## config.mk

```make
export PLATFORM = sky130hd
export DESIGN_NAME = mbx_regfile
export DESIGN_NICKNAME = d
export VERILOG_FILES = /design/src/rtl/mbx_pkg.sv /design/src/rtl/mbx_data_bank.sv /design/src/rtl/mbx_side_ctl.sv /design/src/rtl/mbx_regfile.sv
export SDC_FILE = /design/constraint.sdc
export NUM_CORES = 1
export LEC_CHECK = 0
export BUFFER_PORTS_ARGS = -buffer_cell sky130_fd_sc_hd__clkbuf_2
export CAP_MARGIN = 15
export CORE_ASPECT_RATIO = 0.5
export CORE_MARGIN = 8
export CORE_UTILIZATION = 50
export DETAILED_ROUTE_END_ITERATION = 8
export GPL_ROUTABILITY_DRIVEN = 0
export PLACE_DENSITY_LB_ADDON = 0.3
export SETUP_SLACK_MARGIN = 0.3
export SYNTH_ARGS = -nofsm -noshare
export SYNTH_HDL_FRONTEND = slang
export SYNTH_HIERARCHICAL = 1
export SYNTH_SLANG_ARGS = --single-unit
```

## constraint.sdc

```tcl
create_clock -name clk -period 3.8 [get_ports clk]
set_input_delay 0.38 -clock clk [delete_from_list [all_inputs] [get_ports clk]]
set_output_delay 0.38 -clock clk [all_outputs]
set_load 0.01 [all_outputs]
```

## src/rtl/mbx_pkg.sv

```systemverilog
package mbx_pkg;

  // number of bitmap bytes needed to give each data register one bit
  function automatic int bank_count(input int nregs, input int dw);
    return (nregs + dw - 1) / dw;
  endfunction

  function automatic int ctrl_ofs(input int nregs);
    return nregs;
  endfunction

  function automatic int en_ofs(input int nregs);
    return nregs + 1;
  endfunction

  function automatic int mask_ofs(input int nregs, input int nb);
    return nregs + 1 + nb;
  endfunction

  function automatic int pend_ofs(input int nregs, input int nb);
    return nregs + 1 + 2 * nb;
  endfunction

  function automatic int map_size(input int nregs, input int nb);
    return nregs + 1 + 3 * nb;
  endfunction

endpackage

```

## src/rtl/mbx_data_bank.sv

```systemverilog
// Shared data registers with two write ports; controller port has priority.
module mbx_data_bank #(
  parameter int DATA_W   = 8,
  parameter int NUM_REGS = 16,
  parameter int IDX_W    = $clog2(NUM_REGS)
) (
  input  logic                       clk,
  input  logic                       rst,
  input  logic                       h_we,
  input  logic [IDX_W-1:0]           h_idx,
  input  logic [DATA_W-1:0]          h_wd,
  input  logic                       c_we,
  input  logic [IDX_W-1:0]           c_idx,
  input  logic [DATA_W-1:0]          c_wd,
  output logic [NUM_REGS*DATA_W-1:0] vals
);

  logic [DATA_W-1:0] mem [NUM_REGS];
  logic              h_blocked;

  assign h_blocked = c_we && (c_idx == h_idx);

  always_ff @(posedge clk) begin
    if (rst) begin
      for (int i = 0; i < NUM_REGS; i++) mem[i] <= '0;
    end else begin
      if (h_we && !h_blocked) mem[h_idx] <= h_wd;
      if (c_we)               mem[c_idx] <= c_wd;
    end
  end

  generate
    for (genvar g = 0; g < NUM_REGS; g++) begin : g_out
      assign vals[g*DATA_W +: DATA_W] = mem[g];
    end
  endgenerate

endmodule

```

## src/rtl/mbx_side_ctl.sv

```systemverilog
// One agent's view: address decode, doorbell flag, write-event bitmaps,
// registered read mux and registered interrupt.
module mbx_side_ctl
  import mbx_pkg::*;
#(
  parameter int DATA_W   = 8,
  parameter int NUM_REGS = 16,
  parameter int ADDR_W   = 5,
  parameter int IDX_W    = $clog2(NUM_REGS)
) (
  input  logic                       clk,
  input  logic                       rst,
  input  logic                       sel,
  input  logic                       wr,
  input  logic [ADDR_W-1:0]          addr,
  input  logic [DATA_W-1:0]          wdata,
  input  logic [NUM_REGS*DATA_W-1:0] vals,
  input  logic                       peer_bell,
  input  logic [NUM_REGS-1:0]        peer_hit,
  output logic                       data_we,
  output logic [NUM_REGS-1:0]        own_hit,
  output logic                       bell_ring,
  output logic [DATA_W-1:0]          rdata,
  output logic                       irq
);

  localparam int NB     = bank_count(NUM_REGS, DATA_W);
  localparam int BMW    = NB * DATA_W;
  localparam int CTRL_A = ctrl_ofs(NUM_REGS);
  localparam int EN_A   = en_ofs(NUM_REGS);
  localparam int MK_A   = mask_ofs(NUM_REGS, NB);
  localparam int PD_A   = pend_ofs(NUM_REGS, NB);

  logic acc_wr, acc_rd, ctrl_wr;
  logic bell_q;

  logic [DATA_W-1:0] en_q   [NB];
  logic [DATA_W-1:0] mask_q [NB];
  logic [BMW-1:0]    en_flat, mask_flat, clr_flat;
  logic [NUM_REGS-1:0] pend_q;
  logic [BMW-1:0]    pend_flat;
  logic [DATA_W-1:0] rd_val;

  assign acc_wr    = sel & wr;
  assign acc_rd    = sel & ~wr;
  assign data_we   = acc_wr && (addr < ADDR_W'(NUM_REGS));
  assign ctrl_wr   = acc_wr && (addr == ADDR_W'(CTRL_A));
  assign bell_ring = ctrl_wr && wdata[0];

  always_comb begin
    own_hit = '0;
    if (data_we) own_hit[addr[IDX_W-1:0]] = 1'b1;
  end

  // doorbell flag: a ring from the peer wins over a local clear
  always_ff @(posedge clk) begin
    if (rst)                             bell_q <= 1'b0;
    else if (peer_bell)                  bell_q <= 1'b1;
    else if (ctrl_wr && wdata[DATA_W-1]) bell_q <= 1'b0;
  end

  generate
    for (genvar b = 0; b < NB; b++) begin : g_bank
      always_ff @(posedge clk) begin
        if (rst) begin
          en_q[b]   <= '0;
          mask_q[b] <= '0;
        end else begin
          if (acc_wr && addr == ADDR_W'(EN_A + b)) en_q[b]   <= wdata;
          if (acc_wr && addr == ADDR_W'(MK_A + b)) mask_q[b] <= wdata;
        end
      end
      assign en_flat[b*DATA_W +: DATA_W]   = en_q[b];
      assign mask_flat[b*DATA_W +: DATA_W] = mask_q[b];
      assign clr_flat[b*DATA_W +: DATA_W]  =
        (acc_wr && addr == ADDR_W'(PD_A + b)) ? wdata : '0;
    end
  endgenerate

  // pending events: a new event wins over a same-cycle clear
  always_ff @(posedge clk) begin
    if (rst) pend_q <= '0;
    else     pend_q <= (pend_q & ~clr_flat[NUM_REGS-1:0])
                     | (peer_hit & en_flat[NUM_REGS-1:0]);
  end

  generate
    if (BMW > NUM_REGS) begin : g_pad
      assign pend_flat = {{(BMW-NUM_REGS){1'b0}}, pend_q};
    end else begin : g_nopad
      assign pend_flat = pend_q;
    end
  endgenerate

  always_ff @(posedge clk) begin
    if (rst) irq <= 1'b0;
    else     irq <= bell_q | (|(pend_q & ~mask_flat[NUM_REGS-1:0]));
  end

  always_comb begin
    rd_val = '0;
    if (addr < ADDR_W'(NUM_REGS)) begin
      rd_val = vals[addr[IDX_W-1:0]*DATA_W +: DATA_W];
    end else if (addr == ADDR_W'(CTRL_A)) begin
      rd_val = {bell_q, {(DATA_W-1){1'b0}}};
    end
    for (int b = 0; b < NB; b++) begin
      if (addr == ADDR_W'(EN_A + b)) rd_val = en_flat[b*DATA_W +: DATA_W];
      if (addr == ADDR_W'(MK_A + b)) rd_val = mask_flat[b*DATA_W +: DATA_W];
      if (addr == ADDR_W'(PD_A + b)) rd_val = pend_flat[b*DATA_W +: DATA_W];
    end
  end

  always_ff @(posedge clk) begin
    if (rst)         rdata <= '0;
    else if (acc_rd) rdata <= rd_val;
  end

endmodule

```

## src/rtl/mbx_regfile.sv

```systemverilog
module mbx_regfile
  import mbx_pkg::*;
#(
  parameter int DATA_W   = 8,
  parameter int NUM_REGS = 16,
  parameter int ADDR_W   =
    $clog2(map_size(NUM_REGS, bank_count(NUM_REGS, DATA_W)))
) (
  input  logic              clk,
  input  logic              rst,
  input  logic              h_sel,
  input  logic              h_wr,
  input  logic [ADDR_W-1:0] h_addr,
  input  logic [DATA_W-1:0] h_wdata,
  output logic [DATA_W-1:0] h_rdata,
  output logic              h_irq,
  input  logic              c_sel,
  input  logic              c_wr,
  input  logic [ADDR_W-1:0] c_addr,
  input  logic [DATA_W-1:0] c_wdata,
  output logic [DATA_W-1:0] c_rdata,
  output logic              c_irq
);

  localparam int IDX_W = $clog2(NUM_REGS);

  logic [NUM_REGS*DATA_W-1:0] vals;
  logic                       h_we, c_we, h_ring, c_ring;
  logic [NUM_REGS-1:0]        h_hit, c_hit;

  mbx_data_bank #(
    .DATA_W(DATA_W), .NUM_REGS(NUM_REGS), .IDX_W(IDX_W)
  ) i_bank (
    .clk(clk), .rst(rst),
    .h_we(h_we), .h_idx(h_addr[IDX_W-1:0]), .h_wd(h_wdata),
    .c_we(c_we), .c_idx(c_addr[IDX_W-1:0]), .c_wd(c_wdata),
    .vals(vals)
  );

  mbx_side_ctl #(
    .DATA_W(DATA_W), .NUM_REGS(NUM_REGS), .ADDR_W(ADDR_W), .IDX_W(IDX_W)
  ) i_host (
    .clk(clk), .rst(rst),
    .sel(h_sel), .wr(h_wr), .addr(h_addr), .wdata(h_wdata),
    .vals(vals), .peer_bell(c_ring), .peer_hit(c_hit),
    .data_we(h_we), .own_hit(h_hit), .bell_ring(h_ring),
    .rdata(h_rdata), .irq(h_irq)
  );

  mbx_side_ctl #(
    .DATA_W(DATA_W), .NUM_REGS(NUM_REGS), .ADDR_W(ADDR_W), .IDX_W(IDX_W)
  ) i_ctrl (
    .clk(clk), .rst(rst),
    .sel(c_sel), .wr(c_wr), .addr(c_addr), .wdata(c_wdata),
    .vals(vals), .peer_bell(h_ring), .peer_hit(h_hit),
    .data_we(c_we), .own_hit(c_hit), .bell_ring(c_ring),
    .rdata(c_rdata), .irq(c_irq)
  );

endmodule

```

==> After elaboration in Yosys (flattened, before gate mapping) <==
Memory sizes are Yosys's and may differ from the RTL's.
Index checks and enable logic that the tools add are counted.
{ "totals": {"n_memories": 5, "inputBits": 32, "mem_bits_rw": 192, "reg_bits": 52} }
{ "classes": {"eq_ne": 15, "n_bitwise": 28, "n_reduce_logical": 31, "n_shift": 2, "mux": 76, "magnitude_cmp": 6} }
{ "memory_table": {"columns": ["name", "words", "width", "rd", "rd_clocked_by_memory_dff", "write_ports", "line_no", "source"], "rows": [
  ["i_bank.mem", 16, 8, 16, 0, 16, "mbx_data_bank.sv:18", "logic [DATA_W-1:0] mem [NUM_REGS];"],
  ["i_ctrl.en_q", 2, 8, 2, 0, 2, "mbx_side_ctl.sv:37", "logic [DATA_W-1:0] en_q [NB];"],
  ["i_ctrl.mask_q", 2, 8, 2, 0, 2, "mbx_side_ctl.sv:38", "logic [DATA_W-1:0] mask_q [NB];"],
  ["i_host.en_q", 2, 8, 2, 0, 2, "mbx_side_ctl.sv:37", null],
  ["i_host.mask_q", 2, 8, 2, 0, 2, "mbx_side_ctl.sv:38", null]
]} }
{ "ops": {"columns": ["op", "count"], "rows": [
  ["$shiftx 128x8->8", 2],
  ["$mux 8", 30],
  ["$and 16x16->16", 6],
  ["$eq 5x5->1 const B", 14],
  ["$not 16->16", 4],
  ["$mux 1", 40],
  ["$mux 16", 2],
  ["$or 16x16->16", 2],
  ["$reduce_or 16->1", 2],
  ["$logic_and 1x1->1", 24],
  ["$reduce_or 8->1", 2],
  ["$lt 4x5->1 const B", 2],
  ["$lt 5x5->1 const B", 2],
  ["$or 1x1->1", 10],
  ["$demux 1 s4", 2],
  ["$ge 4x1->1 const B", 2],
  ["$mux 4", 2],
  ["$and 1x1->1", 4],
  ["$eq 4x4->1", 1],
  ["$reduce_bool 2->1", 2],
  ["$not 1->1", 2],
  ["$logic_not 1->1", 1]
]} }

==> Depth between registers and ports, before layout <==
Gate-level depths: netlist of the first run.
{ "depth": {"depth_word": 10, "depth_mapped": 9} }

==> Cells and area by module <==
The synthesis of the first run kept the hierarchy.
{ "by_module_without_submodules": {"columns": ["mod", "cells_per_inst", "instances", "seq_area_each_um2", "area_per_inst_um2"], "rows": [
  ["mbx_side_ctl", 463, 2, 1481.4, 4164.0],
  ["mbx_data_bank", 483, 1, 3843.7, 6520.0]
]} }

==> Worst setup path before layout of the first run <==
Ideal clock, no wire load.
{ "synth_timing": {"kind": "input port to flip-flop", "startpoint": "in h_sel", "endpoint": "mem i_bank.mem[10][0], enable pin", "setup_slack_ns": 0.769, "t_arrival_ns": 2.627, "required_time_ns": 3.396, "stages": 7, "cell_sequence": "nand2_1 -> clkbuf_1 -> nor2_1 -> nand4bb_1 -> buf_2 -> clkbuf_1 -> o311ai_0"} }
{ "synth_rtl": {"columns": ["element", "line_no", "source"], "rows": [
  ["from (decl)", "mbx_regfile.sv:11", "input logic h_sel,"],
  ["to (decl)", "mbx_data_bank.sv:18", null]
]} }

==> impl_metrics.ini, run 1 <==
[status]
status = complete, no violations

[setup_path]
worstSetupEndpointType = register
r2r_end = i_ctrl/rdata[2]
arrival_ns = 2.60
rr_worst_depth = 4
startpoint_type = input pin
r2r_start = i_bank/mem[6][2]
cp.required_ns = 3.98
r2r_slack_ns = 1.73
critPathMaxFanout = 18
crit_type = input pin to register
startpoint = h_wr

[job]
cap_violations = 0

[sta]
finalCritPeriodShare = 0.635
setup_viol = 0
rsz0062_at_grt = no
finalCriticalPeriod_ns = 2.41
finalMaxSlewViolations = 0
slew_headroom = 0.225
setup-tns-final_ns = 0
skew_ns = 0.0150
finalHoldViolations = 0
tightest_slew_ns = 1.14
fmax_mhz = 414

[clock_tree]
numCtsBuffers = 24
cts_max_level = 1
cts.sinks = 244
clock_path_buffers = 3
clkTransAtPathRegs_ns = 0.07
clk_latency_ns = 0.55
hold_buffers = 0
cts_tree = done
cts_resized = 0
cts_setup_buffers = 0
root_buffer = clkbuf_16

[layout]
fin_area_um2 = 16000
final_cells = 1813
drive_above_1_share = 0.203
n_antenna_cell = 0
finalNetCount = 1436
final_common_cell = edfxtp_1
layout_common_cells = 192 x edfxtp_1, 154 x nor2_1, 96 x mux2_2
syn_to_final_growth_pct = 8.01

[yosys]
synth_edf_count = 192
synthesis.nets = 1441
ys_types = 68
yosys_warnings = 6
synthArstFlopShare = 0
seq_area_frac_synth = 0.458
syn_area_um2 = 14800
ys_ff_latch = 244
syn_avg_cell_area_um2 = 10.5
synth_ff_type = edfxtp_1
synth_cells = 1409

[placement]
io_buffers = 49
place_area_um2 = 15200
hpwl_um = 34500
dp.cells = 1767

[floorplanning]
die_y_um = 138
dieWidth_um = 260
dieArea_um2 = 35800
initial_core_util = 0.510
core_um2 = 29100
io_pins = 50
placementRows = 44

[global_route]
grt-ovfl-total = 0
grt_max_degree = 57
grtUsageTotal = 0.269
grt_pass1_vias = 11800
antenna_found_initial = 1
grt_pass1_wl_um = 73500

[routing]
post-route-drc-count = 0
drtIter0Drc = 2041
via_per_inst = 6.91
vias = 12500
routed_wl_um = 49100
antenna_left = 0
wire_per_inst_um = 27.1
first_pass_iters = 6

[worst_hold_path]
min-delay-start = rst
hp-class = input pin to register
min_path_cells = 2
hold_end = i_host/pend_flat[5]

[pwr]
p_leak_nw = 5.56
cellPowerDensity_nw_per_um2 = 392
vdd_drop_max_v = 0.000273
[final cells by class]
class / instances / area, µm²
fillers: 2436 / 13100
repair buffers: 85 / 518
inverters: 53 / 199
multi-input cells: 996 / 7250
well taps: 391 / 489
clock inverters: 9 / 96.3
clock buffers: 35 / 683
flip-flops and latches: 244 / 6810
[sequential cells by signal, indices dropped and copies added (netlist names), 16 cells and up]
signal,flops
i_host/pend_flat,16
i_bank/mem,128
i_host/mask_q,16
i_ctrl/mask_q,16
i_host/en_q,16
i_ctrl/pend_flat,16
i_ctrl/en_q,16
[synth_stat cells (21+ instances only)]
cell type  instances  area share
o21ai_0           50       0.017
nor2_1           154       0.039
mux4_2            32       0.049
nand3_1           52       0.018
mux2i_1           68       0.046
nand2b_1          22      0.0093
a21oi_1           52       0.018
nand2_1           93       0.024
and2_1            21      0.0088
a22oi_1           28       0.014
inv_1             51       0.013
buf_2             30       0.010
a22o_1            32       0.019
edfxtp_1         192        0.39
nor3_1            52       0.018
mux2_2            96       0.073
dfxtp_1           52       0.070
clkbuf_1          52       0.013
[worst max-delay path by stage]
stage	to	slack [ns]	depth (start not counted)
after floorplan	i_bank/mem[10][0]	0.77	7
after global placement	i_bank/mem[8][3]	0.97	6
after detailed placement	i_bank/mem[8][3]	0.90	6
after CTS	i_bank/mem[10][4]	1.44	6
after global routing	i_bank/mem[8][6]	1.26	6
final	i_bank/mem[8][4]	1.39	6
[cells by family after synthesis]
group	count (synthesis)	share of synthesized area
xor gates and xnor gates	2	0.00118
and+or+nand+nor	506	0.175
DFF	244	0.458
AOI/OAI and AO/OA	292	0.144
muxes	196	0.167
buffers and inverters	169	0.0536
[metrics by stage]
stage	total power [mW]	util	setup WS (ns)	hold WS (ns)
after global routing	6.45	0.551	1.26	0.292
final	6.29	0.551	1.39	0.305
after floorplan	3.57	-	0.769	0.448
after CTS	6.27	0.550	1.44	0.258
after detailed placement	3.86	0.524	0.904	0.467
after global placement	3.84	0.524	0.975	0.458
[critical path, stage by stage]
cell	delay, ns
clkbuf_2	0.16
nand2_1	0.10
nor2_1	0.48
or4b_1	0.69
buf_4	0.29
o311ai_4	0.49
[metal layers]
metal  part of all wire  vias to the layer above  track usage
met5            0.00026                        -            0
met4              0.038                        2       0.0950
met3               0.15                      134       0.0774
met2               0.41                      978        0.383
met1               0.40                     6052        0.388
li1                   -                     5354            -
[power by group]
group | total, mW | switching [mW] | internal, mW
Clock | 2.45 | 1.07 | 1.38
Combinational | 0.741 | 0.502 | 0.239
Sequential | 3.10 | 0.101 | 3.00
Power figures use the tool's default switching activity.
==> run 2: changes to the inputs <==
- ABC_AREA: default -> 1
- clock period: 3.8 -> 2.35 ns (I/O delays scaled with it)
==> impl_metrics.ini, run 2 <==
[floorplanning]
placementRows = 44
io_pins = 50
dieWidth_um = 259
initial_core_util = 0.509
die_y_um = 138
core_um2 = 29000
dieArea_um2 = 35600

[sta]
rsz0062_at_grt = no
finalCritPeriodShare = 0.844
fmax_mhz = 504
tightest_slew_ns = 0.675
finalCriticalPeriod_ns = 1.98
skew_ns = 0.0105
slew_headroom = 0.550
finalHoldViolations = 0
layout_setup_ws_ns = 0.366
setup_viol = 0
setup-tns-final_ns = 0
finalMaxSlewViolations = 0

[setup_path]
crit_type = register to register
r2r_end = i_ctrl/rdata[0]
worstSetupEndpointType = register
startpoint = i_bank/mem[1][0]
arrival_ns = 2.39
cp.required_ns = 2.76
r2r_slack_ns = 0.37
critPathMaxFanout = 2
rr_worst_depth = 13
startpoint_type = register
endpoint = i_ctrl/rdata[0]
r2r_start = i_bank/mem[1][0]

[global_route]
grt_max_degree = 55
grt_pass1_wl_um = 79900
antenna_found_initial = 0
grtUsageTotal = 0.290
grt-ovfl-total = 0
grt_pass1_vias = 13200

[yosys]
synth_cells = 1987
synthArstFlopShare = 0
synthesis.nets = 2019
syn_avg_cell_area_um2 = 7.44
synth.most_common_cell = nand2_1
syn_area_um2 = 14800
synth_ff_type = edfxtp_1
yosys_warnings = 6
netlist_top_cells_count = 882 x nand2_1, 192 x edfxtp_1, 160 x nand4_1
ys_ff_latch = 244
seq_area_frac_synth = 0.461
synth_edf_count = 192
post-synth-top-area-fraction = 0.390
synth_top_area_cell = edfxtp_1
ys_types = 32
ys_top_cells_by_area = edfxtp_1 39%, nand2_1 22%, dfxtp_1 7.0%, nand4_1 6.8%, a21oi_1 3.5%

[routing]
antenna_left = 0
routed_wl_um = 53000
via_per_inst = 6.01
post-route-drc-count = 0
vias = 14900
first_pass_iters = 6
drtIter0Drc = 2752
wire_per_inst_um = 21.4

[clock_tree]
clock_path_buffers = 3
cts_setup_buffers = 0
hold_buffers = 0
root_buffer = clkbuf_16
cts_tree = done
clk_latency_ns = 0.55
clkTransAtPathRegs_ns = 0.07
cts_resized = 0
cts_max_level = 1
cts.sinks = 244
numCtsBuffers = 24

[layout]
n_antenna_cell = 0
drive_above_1_share = 0.131
largest_reg_flops = 128
largest-register = i_bank/mem
finalNetCount = 2100
layout_common_cells = 882 x nand2_1, 192 x edfxtp_1, 160 x nand4_1
fin_area_um2 = 16600
final_common_cell = nand2_1
syn_to_final_growth_pct = 12.0

[status]
status = complete, no violations

[pwr]
seqPwrFrac = 0.490
swShare = 0.282
p_leak_nw = 7.16
vdd_drop_max_v = 0.000368
power_mw = 10.2
combPwrFrac = 0.125
cellPowerDensity_nw_per_um2 = 617
intPower_mw = 7.34
switching_power_mw = 2.88
p_clk_frac = 0.384

[job]
cap_violations = 0

[placement]
hpwl_um = 37000
place_ws_ns = 0.0603
io_buffers = 49
place_area_um2 = 15800

[worst_hold_path]
hp-class = input pin to register
[run 2: changes by cell type in the layout (fill, tap and decap cells not counted), moves of 22 or more]
cell      delta
nand2_1    +789
nand4_1    +156
mux2_2      -96
buf_4       +76
mux2i_1     -68
inv_1       +56
a21oi_1     +52
nor3_1      -52
a22o_1      -32
mux4_2      -32
a22oi_1     -28
o21ai_1     +26
nor2_4      +24
nand2b_1    -22
[run 2: final cells by class]
cell class / instances / area (µm²)
clock buffer: 26 / 629
clock inverter: 18 / 145
fill: 2664 / 12500
inverter: 126 / 488
multi-input combinational: 1508 / 6860
sequential: 244 / 6810
tap: 391 / 489
timing repair buffer: 164 / 1130
[run 2: how the worst min path moves through the flow]
stage	cells after the start	start	to	slack, ns
CTS	2	rst	i_ctrl/bell_q	0.1
global route	2	rst	i_ctrl/bell_q	0.12
finish	5	h_wdata[0]	i_ctrl/bell_q	0.12
detailed placement	2	i_ctrl/rdata[4]	i_ctrl/rdata[4]	0.46
global placement	2	i_host/rdata[4]	i_host/rdata[4]	0.45
floorplan	2	i_ctrl/pend_flat[10]	i_ctrl/pend_flat[10]	0.45
[run 2: power groups by stage]
stage | Combinational, mW | Clock [mW] | Sequential (mW)
floorplan | 0.746 | 0 | 5.02
global placement | 1.21 | 0 | 5.09
detailed placement | 1.22 | 0 | 5.09
CTS | 1.22 | 3.94 | 5.00
global route | 1.36 | 4.09 | 5.02
finish | 1.28 | 3.92 | 5.01
[run 2: cells by family after synthesis]
family                 after synthesis  synth area share
AND/OR/NAND/NOR                   1293             0.385
buffers and inverters              235            0.0754
AO/OA/AOI/OAI                      215            0.0786
flip-flops                         244             0.461
[run 2: layer usage]
layer / track usage / vias to the layer above / wire length (µm)
met5: 0 / - / 0
met4: 0.0968 / 0 / 2120
met3: 0.0854 / 164 / 8430
met2: 0.408 / 1142 / 21200
met1: 0.419 / 6799 / 21200
li1: - / 6778 / -
[run 2: stage by stage]
step / cells / hold slack, ns / util
2_1_floorplan: 1987 / 0.450 / -
3_3_place_gp: 2433 / 0.454 / 0.544
3_5_place_dp: 2433 / 0.461 / 0.544
4_1_cts: 2477 / 0.0951 / 0.571
5_1_grt: 2477 / 0.118 / 0.571
6_report: 2477 / 0.115 / 0.571
[run 2: critical path, stage by stage (launching register included)]
cell      delay, ns
edfxtp_1       0.42
nand2_1        0.09
nand2_1        0.08
nand2_1        0.11
nand3_1        0.09
nand2_1        0.06
nand2_1        0.09
o21ai_0        0.35
buf_4          0.19
nand4_1        0.10
nand2_1        0.10
nand2_1        0.05
nand2_1        0.07
a21oi_2        0.05
==> run 3: changes to the inputs <==
- clock period: 2.35 -> 1.9 ns (I/O delays scaled with it)
==> impl_metrics.ini, run 3 (synthesis gave the netlist of run 2 again) <==
[status]
status = complete, no violations

[layout]
syn_to_final_growth_pct = 20.3
layout_common_cells = 843 x nand2_1, 192 x edfxtp_1, 160 x nand4_1, 160 x buf_4, 136 x nor2_1
largest_reg_flops = 128
final_cells = 2547
largest-register = i_bank/mem
final_util = 0.613
finalNetCount = 2170
n_antenna_cell = 0
final_common_cell = nand2_1
drive_above_1_share = 0.205

[routing]
post-route-drc-count = 0
vias = 15300
via_per_inst = 6.02
wire_per_inst_um = 21.0
antenna_left = 0
routed_wl_um = 53400
first_pass_iters = 6
drtIter0Drc = 2564

[setup_path]
cp.required_ns = 2.31
crit_type = register to register
arrival_ns = 2.13
critical_path.most_common_cell = nand2_2
crit_family = simple AND/OR/NAND/NOR gates
path_cells = buf_6, nand2_2, nand2_2, nand2_2, nand3_2, nand2_2, nand2_2, o21ai_2, nand4_1, nand2_1, nand2_1, nand2_1, a21oi_2
startpoint = i_bank/mem[5][2]
crit_slowest_cell = edfxtp_1
critPathMaxFanout = 2
startpoint_type = register
cpPeakStageDelay_ns = 0.43
critPathBufInv = 1
r2r_start = i_bank/mem[5][2]
worstSetupEndpointType = register

[clock_tree]
root_buffer = clkbuf_16
cts.sinks = 244
cts_max_level = 1
clkTransAtPathRegs_ns = 0.07
cts_tree = done
numCtsBuffers = 24
clk_latency_ns = 0.55
clock_path_buffers = 3

[sta]
finalMaxSlewViolations = 0
skew_ns = 0.0181
rsz0062_at_grt = yes
finalCriticalPeriod_ns = 1.72
slew_headroom = 0.619
fmax_mhz = 580
finalCritPeriodShare = 0.907
tightest_slew_ns = 0.571
setup_viol = 0
setup-tns-final_ns = 0
fin_hold_ws_ns = 0.0755
finalHoldViolations = 0

[pwr]
vdd_drop_max_v = 0.000558
cellPowerDensity_nw_per_um2 = 729
p_leak_nw = 7.71
power_mw = 13.0

[job]
cap_violations = 0

[floorplanning]
initial_core_util = 0.509
placementRows = 44
dieWidth_um = 259
core_um2 = 29000
io_pins = 50
dieArea_um2 = 35600
die_y_um = 138

[worst_hold_path]
hp-class = input pin to register
min-delay-start = h_wdata[1]

[placement]
io_buffers = 49
hpwl_um = 37900
dp.cells = 2501

[global_route]
grtUsageTotal = 0.294
antenna_found_initial = 1
grt_pass1_vias = 13900
grt-ovfl-total = 0
grt_max_degree = 54
grt_pass1_wl_um = 81500
## run 3: cell count changes in the layout (fill, tap and decap cells not counted), moves of 20 or more
cell,delta
buf_12,+20
o21ai_2,+20
nand2_2,+35
nand3_1,-23
nand3_2,+23
nand2_1,-39
o21ai_0,-22
buf_4,+47
## run 3: layout make-up
type / instances / area (µm²)
inverter: 126 / 488
sequential: 244 / 6810
clock buffer: 28 / 637
clock inverter: 16 / 164
fill: 2483 / 11200
timing repair buffer: 234 / 1920
tap: 391 / 489
multi-input combinational: 1508 / 7270
## run 3: timing repair
item / in CTS / in global routing
setup endpoints to repair: 16 / 16
pin swaps: 47 / 64
gates resized for setup: 54 / 51
setup buffers: 0 / 2
gates cloned: 0 / 0
hold buffers: 0 / 0
## run 3: worst paths after layout
kind	endpoint	cells after the start	slack, ns
setup reg to reg	i_host/rdata[2]	13	0.18
setup / recovery	i_host/rdata[2]	13	0.18
hold reg to reg	i_host/rdata[4]	2	0.47
hold / removal	i_host/en_q[0][1]	3	0.08
## run 3: where the power goes
part           switching (mW)  internal, mW  leakage (nW)
Combinational            1.26         0.573          5.08
Sequential              0.193          6.00          2.25
Clock                    2.12          2.82         0.387
## run 3: routing by layer
layer | global-route usage | up-vias | wire length (µm)
li1 | - | 6919 | -
met4 | 0.105 | 2 | 2060
met3 | 0.0735 | 167 | 7770
met2 | 0.434 | 1171 | 22100
met1 | 0.416 | 7079 | 21400
met5 | 0 | - | 13
## run 3: stage by stage
step	instance area [µm²]	worst slack (ns)
5_1_grt	17800	0.0958
3_3_place_gp	16600	-0.206
6_report	17800	0.177
2_1_floorplan	14900	0.173
4_1_cts	17600	0.187
3_5_place_dp	16600	-0.219
## run 3: worst reg2reg max path, delay by kind of cell, from the launching register on
family          cells  cell delay (ns)
simple gates       10             0.76
buf+inv             1             0.14
compound gates      2             0.24
flops               1             0.43
